### config.mk
export PLATFORM = sky130hd
export DESIGN_NAME = tiny_raster_seq
export DESIGN_NICKNAME = d
export VERILOG_FILES = /design/src/rtl/tiny_raster_seq.sv
export SDC_FILE = /design/constraint.sdc
export NUM_CORES = 1
export LEC_CHECK = 0
export ABC_AREA = 1
export BUFFER_PORTS_ARGS = -buffer_cell sky130_fd_sc_hd__buf_2
export CAP_MARGIN = 0
export CORE_ASPECT_RATIO = 2
export CORE_UTILIZATION = 52
export DETAILED_ROUTE_END_ITERATION = 10
export PLACE_DENSITY = 0.77
export SYNTH_ARGS = -nofsm -noshare
export SYNTH_HDL_FRONTEND = slang
export SYNTH_SLANG_ARGS = --single-unit
export TNS_END_PERCENT = 50
### constraint.sdc
create_clock -name clk -period 2 [get_ports clk]
set_clock_uncertainty 0.05 [all_clocks]
set_input_delay 0.3 -clock clk [delete_from_list [all_inputs] [get_ports clk]]
set_output_delay 0.3 -clock clk [all_outputs]
set_load 0.05 [all_outputs]
### src/rtl/tiny_raster_seq.sv
module tiny_raster_seq #(
  parameter int STAGES      = 18,
  parameter int VALID_STAGE = 9,
  parameter int H_ACTIVE    = 320,
  parameter int H_FP        = 8,
  parameter int H_SYNC      = 48,
  parameter int H_BP        = 24,
  parameter int V_ACTIVE    = 240,
  parameter int V_FP        = 5,
  parameter int V_SYNC      = 1,
  parameter int V_BP        = 16,
  localparam int H_TOTAL = H_ACTIVE + H_FP + H_SYNC + H_BP,
  localparam int V_TOTAL = V_ACTIVE + V_FP + V_SYNC + V_BP,
  localparam int SW = (STAGES > 1) ? $clog2(STAGES) : 1,
  localparam int XW = $clog2(H_TOTAL),
  localparam int YW = $clog2(V_TOTAL)
) (
  input  logic          clk,
  input  logic          rst,
  output logic [SW-1:0] stage,
  output logic [XW-1:0] x,
  output logic [YW-1:0] y,
  output logic          active,
  output logic          hblank,
  output logic          vblank,
  output logic          hsync_n,
  output logic          vsync_n,
  output logic          color_due
);

  localparam logic [SW-1:0] S_LAST  = SW'(STAGES - 1);
  localparam logic [SW-1:0] S_DUE   = SW'(VALID_STAGE);
  localparam logic [XW-1:0] X_LAST  = XW'(H_TOTAL - 1);
  localparam logic [XW-1:0] X_VIS   = XW'(H_ACTIVE);
  localparam logic [XW-1:0] X_SYN0  = XW'(H_ACTIVE + H_FP);
  localparam logic [XW-1:0] X_SYN1  = XW'(H_ACTIVE + H_FP + H_SYNC);
  localparam logic [YW-1:0] Y_LAST  = YW'(V_TOTAL - 1);
  localparam logic [YW-1:0] Y_VIS   = YW'(V_ACTIVE);
  localparam logic [YW-1:0] Y_SYN0  = YW'(V_ACTIVE + V_FP);
  localparam logic [YW-1:0] Y_SYN1  = YW'(V_ACTIVE + V_FP + V_SYNC);

  logic pix_end, line_end, frame_end;

  assign pix_end   = (stage == S_LAST);
  assign line_end  = (x == X_LAST);
  assign frame_end = (y == Y_LAST);

  always_ff @(posedge clk) begin
    if (rst) begin
      stage <= '0;
      x     <= '0;
      y     <= '0;
    end else begin
      stage <= pix_end ? '0 : stage + 1'b1;
      if (pix_end) begin
        x <= line_end ? '0 : x + 1'b1;
        if (line_end)
          y <= frame_end ? '0 : y + 1'b1;
      end
    end
  end

  assign hblank    = (x >= X_VIS);
  assign vblank    = (y >= Y_VIS);
  assign active    = !(hblank || vblank);
  assign hsync_n   = !((x >= X_SYN0) && (x < X_SYN1));
  assign vsync_n   = !((y >= Y_SYN0) && (y < Y_SYN1));
  assign color_due = (stage == S_DUE);

endmodule

==> results_dict.tcl, run 1 <==
set metrics [dict create \
    p_per_area_nw_per_um2 489 \
    synth_top_cell_by_area "dfxtp_1" \
    period_minus_slack_ns 1.70 \
    p_sw_share_pct 23.5 \
    p_int_uw 619 \
    dr.pass1.iters 4 \
    cp-start-kind "register" \
    fin_crit_sh_pct 85.2 \
    die_w_um 38.7 \
    start_util_pct 54.6 \
    synth-seq-area-share_pct 32.8 \
    drtAntennaViolNets 0 \
    peakVddDrop_mv 0.474 \
    clockBufferDepth 2 \
    synth_area_leaders "dfxtp_1 (33%), nand2_1 (13%), inv_1 (7.8%)" \
    tightest_slew_ns 0.420 \
    vias_per_cell 5.09 \
    max_freq_ghz 0.587 \
    grt_pass1_wl_mm 4.82 \
    cts.htree.levels 1 \
    areaGrowthSynthToFinish_pct 18.0 \
    rows 26 \
    dp.cells 257 \
    power_uw 810 \
    cts_tree "yes" \
    ys_types 27 \
    wl_per_cell_um 11.6 \
    grt_max_degree 13 \
    cp.required_ns 1.65 \
    cts_sinks 23 \
    final_cells 261 \
    status "finished, final reports clean" \
    power_frac_comb_pct 7.1 \
    fin_area_um2 1660 \
    arrival_ns 1.35 \
    clk_pin_slew_ns 0.08 \
    relSlewSlack_pct 72.0 \
    nFillCells 260 \
    power.leakage_nw 0.817 \
    grt_overflow 0 \
    synthesis.area_um2 1400 \
    cp_max_fo 5 \
    synthArstFlopShare_pct 0 \
    antenna_found_initial 0 \
    gr-usage-all-layers_pct 23.1 \
    drtIter0Drc 25 \
    coreArea_um2 2570 \
    synth-edff-count 0 \
    clk_latency_ns 0.26 \
    cts_buffers 3 \
    insertedDiodeCount 0 \
    pre_cts_ws_ns 0.481 \
    grt_setup_unrepaired "no" \
    syn-num-nets 208 \
    timing_max_transition_violations_final 0 \
    post-route-util_pct 64.4 \
    yosys-top-cells-count "nand2_1 (48), inv_1 (29), dfxtp_1 (23), nor2_1 (23)" \
    synth_top_area_share_pct 32.8 \
    worstSetupPathType "register to output port" \
    yosysWarnings 0 \
    holdBufCountCts 0 \
    p_clk_share_pct 35.2 \
    cap_viol_max_count 0 \
    finalHoldViolations 0 \
    ys_ff_latch 23 \
    yosys.cell_count.top_type "nand2_1" \
    setup_viol 0 \
    routabilityCongestion 0.828 \
    synthCells 199 \
    switchingPower_uw 190 \
    synth_area_per_cell_um2 7.05 \
    cts_resized 0 \
    cts_setup_buffers 0 \
    port_buffers 30 \
    synth_top_flop_cell "dfxtp_1" \
    whs_ns 0.186 \
    power_frac_seq_pct 57.7 \
    drive_above_1_share_pct 26.6 \
    min_path_type "primary input to register" \
    first_global_vias 1204 \
    nets 243 \
    drc 0 \
    end_kind "output port" \
    hpwlAfterDp_mm 2.43 \
    io_pins 31 \
    dieArea_um2 2920 \
    cts-root-buf "clkbuf_8" \
    setup_slack_ns 0.296 \
    tns_ns 0 \
    place_area_um2 1610 \
    vias 1328 \
    die_h_um 75.4 \
    drt-total-wl_mm 3.03 \
]
[worst paths after layout]
kind / depth (start not counted) / start / endpoint / slack, ns
max: 4 / y[1]$_SDFFE_PP0P_ / vsync_n / 0.30
min: 2 / rst / y[8]$_SDFFE_PP0P_ / 0.19
max reg2reg: 8 / stage[0]$_SDFF_PP0_ / x[5]$_SDFFE_PP0N_ / 0.49
min reg2reg: 1 / stage[0]$_SDFF_PP0_ / stage[0]$_SDFF_PP0_ / 0.43
[power groups by stage]
stage | clock [mW] | sequential (mW) | combinational, mW
CTS | 0.295 | 0.468 | 0.0582
global placement | 0 | 0.478 | 0.0575
global route | 0.311 | 0.469 | 0.0621
floorplan | 0 | 0.495 | 0.0288
finish | 0.285 | 0.467 | 0.0573
detailed placement | 0 | 0.479 | 0.0581
[routing by layer]
layer / global-route usage, % / share of wire, % / vias up
met4: 14.9 / 4.2 / 0
li1: - / - / 691
met2: 43.0 / 55 / 30
met5: 0 / 0 / -
met3: 2.33 / 2.5 / 10
met1: 22.4 / 38 / 597
[cell families (layout without fill, tap and decap cells)]
family / Yosys count / in the layout / share of synthesized area, %
XOR/XNOR: 1 / 1 / 0.625
buffers and inverters: 34 / 68 / 9.72
AND/OR/NAND/NOR: 106 / 106 / 39.6
AO/OA/AOI/OAI: 28 / 28 / 11.0
flip-flops: 23 / 23 / 32.8
adder cells (fa/ha/maj): 7 / 7 / 6.24
[final cells by class]
cell class / count / area, um^2 / area share (%)
Inverter: 33 / 131 / 7.94
Sequential cell: 23 / 462 / 27.9
Tap cell: 28 / 35.0 / 2.12
Clock buffer: 4 / 45.0 / 2.72
Timing Repair Buffer: 31 / 158 / 9.52
Multi-Input combinational cell: 142 / 825 / 49.8
[worst max-delay path: stages, from the launching register on]
cell	delay (ns)
dfxtp_2	0.37
inv_1	0.08
ha_1	0.21
o211ai_1	0.15
buf_2	0.28
[flip-flops by register name, indices dropped and copies added (netlist names)]
name and flops:
y 9, x 9, stage 5
[layout by cell type, fill, tap and decap left out, types with 2 or more instances in the layout]
cell | netlist | routed
ha_1 | 7 | 7
nor2_8 | 2 | 2
or2_2 | 2 | 2
buf_2 | 1 | 30
nor2_1 | 23 | 23
a21oi_2 | 1 | 2
nand3_2 | 2 | 2
clkbuf_8 | 0 | 3
nor2_4 | 4 | 4
inv_1 | 29 | 29
nand2_4 | 3 | 3
o21ai_1 | 5 | 5
nand3_1 | 12 | 12
o211ai_1 | 3 | 3
a21oi_1 | 12 | 11
dfxtp_1 | 23 | 22
inv_2 | 3 | 3
nand4_1 | 2 | 2
nand2_1 | 48 | 48
nand2_2 | 3 | 3
o21ai_0 | 6 | 5
Power figures use the tool's default switching activity.
==> run 2: changes to the inputs <==
Settings changed: CTS_BUF_LIST set to sky130_fd_sc_hd__clkbuf_2 sky130_fd_sc_hd__clkbuf_4 sky130_fd_sc_hd__clkbuf_8.
==> run 2 against run 1 <==
Non-clock buffer count stayed put; die area stayed put; cell area is 0.23% higher; hold slack hardly changed; critical path type unchanged; highest routed layer unchanged.
==> results_dict.tcl, run 2 (synthesized netlist as in run 1, its figures left out) <==
set metrics [dict create \
    status "finished, final reports clean" \
    crit_end "vsync_n" \
    setup_viol 0 \
    cts-root-buf "clkbuf_8" \
    grt_util_met2_pct 43.0 \
    seq_area_um2 462 \
    grt_overflow 0 \
    grt_pass1_wl_mm 4.83 \
    drt-total-wl_mm 3.04 \
    period_minus_slack_ns 1.71 \
    grt_setup_unrepaired "no" \
    largest_registers "x x9, y x9, stage x5" \
    tightest_slew_ns 0.420 \
    insertedDiodeCount 0 \
    cp_max_fo 5 \
    clk_latency_ns 0.26 \
    rows 26 \
    drtIter0Drc 20 \
    p_per_area_nw_per_um2 498 \
    first_global_vias 1213 \
    port_buffers 30 \
    ff2ff_path_depth 8 \
    clockBufferDepth 2 \
    cts_setup_buffers 0 \
    end_kind "output port" \
    coreArea_um2 2570 \
    r2r-end "x[5]$_SDFFE_PP0N_" \
    clk_pin_slew_ns 0.08 \
    grt_max_degree 13 \
    crit_chain "inv_1 -> ha_1 -> o211ai_1 -> buf_2" \
    cp-startpoint "y[1]$_SDFFE_PP0P_" \
    wl_per_cell_um 11.6 \
    cts.htree.levels 1 \
    drtAntennaViolNets 0 \
    cp_slowest_cell "dfxtp_2" \
    io_pins 31 \
    cap_viol_max_count 0 \
    use_met1_pct 22.4 \
    nFillCells 261 \
    met3_usage_pct 2.33 \
    dr.pass1.iters 4 \
    die_w_um 38.7 \
    hpwlAfterDp_mm 2.43 \
    nets 243 \
    dieArea_um2 2920 \
    areaGrowthSynthToFinish_pct 18.3 \
    power.leakage_nw 0.820 \
    fin_crit_sh_pct 85.3 \
    antenna_found_initial 0 \
    routabilityCongestion 0.828 \
    vias 1331 \
    cts_sinks 23 \
    layout_common_cells "nand2_1 (48), buf_2 (30), inv_1 (29), nor2_1 (23), dfxtp_1 (22)" \
    timing_max_transition_violations_final 0 \
    fin_area_um2 1660 \
    r2r-start "stage[0]$_SDFF_PP0_" \
    vias_per_cell 5.10 \
    start_util_pct 54.6 \
    final_common_cell "nand2_1" \
    max_freq_ghz 0.586 \
    drive_above_1_share_pct 27.0 \
    place_area_um2 1610 \
    drc 0 \
    grt_busiest_layer "met2" \
    die_h_um 75.4 \
    max_stage_delay_ns 0.37 \
    min_path_type "primary input to register" \
    cts_tree "yes" \
    peakVddDrop_mv 0.474 \
    gr-usage-all-layers_pct 23.1 \
    r2r_setup_slack_ns 0.50 \
    cts_resized 0 \
    arrival_ns 1.36 \
    finalHoldViolations 0 \
    multi_input_area_um2 825 \
    relSlewSlack_pct 72.0 \
    whs_ns 0.186 \
    cp-start-kind "register" \
    cts_buffers 3 \
    cp.required_ns 1.65 \
    worstSetupPathType "register to output port" \
    holdBufCountCts 0 \
]
==> run 2: cell counts in the layout (fill, tap and decap cells not counted) <==
No cell type changed its count.
==> run 2: worst max-delay path, delay by kind of cell, from the launching register on <==
kind | cells | cell delay, ns
DFF | 1 | 0.37
buffers and inverters | 2 | 0.36
AOI/OAI and AO/OA | 1 | 0.15
adders and majority gates | 1 | 0.21
==> run 2: per-stage QoR <==
| stage | instances | utilization (%) | worst slack (ns) | power (mW) | TNS [ns] |
|---|---|---|---|---|---|
| after global routing | 261 | 64.6 | 0.219 | 0.856 | 0 |
| final | 261 | 64.6 | 0.293 | 0.826 | 0 |
| after detailed placement | 257 | 62.7 | 0.481 | 0.537 | 0 |
| after floorplan | 199 | - | -0.124 | 0.524 | -0.124 |
| after global placement | 257 | 62.7 | 0.532 | 0.536 | 0 |
| after CTS | 261 | 64.6 | 0.273 | 0.834 | 0 |
==> run 2: routing by layer <==
layer	wire length, um	up-vias
li1	-	692
met4	127	0
met2	1640	30
met3	80	10
met5	0	-
met1	1190	599
==> run 2: where the power goes <==
part / internal [mW] / switching, mW / total (mW) / leakage, nW
combinational: 0.0147 / 0.0426 / 0.0573 / 0.608
sequential: 0.462 / 0.00508 / 0.467 / 0.186
clock: 0.156 / 0.146 / 0.301 / 0.0262
total: 0.633 / 0.193 / 0.826 / 0.820
==> run 2: worst min-delay path by stage <==
stage	slack (ns)	from	to	depth (start not counted)
after floorplan	0.31	rst	y[8]$_SDFFE_PP0P_	1
after global placement	0.40	stage[0]$_SDFF_PP0_	stage[0]$_SDFF_PP0_	1
after detailed placement	0.42	stage[0]$_SDFF_PP0_	stage[0]$_SDFF_PP0_	1
after CTS	0.18	rst	y[8]$_SDFFE_PP0P_	2
after global routing	0.19	rst	y[8]$_SDFFE_PP0P_	2
final	0.19	rst	y[8]$_SDFFE_PP0P_	2
==> run 2: area by class of cell <==
type | instances | area share, %
inverters | 33 | 7.92
repair buffers | 31 | 9.50
flip-flops and latches | 23 | 27.8
well taps | 28 | 2.11
clock buffers | 4 | 2.94
multi-input cells | 142 | 49.7
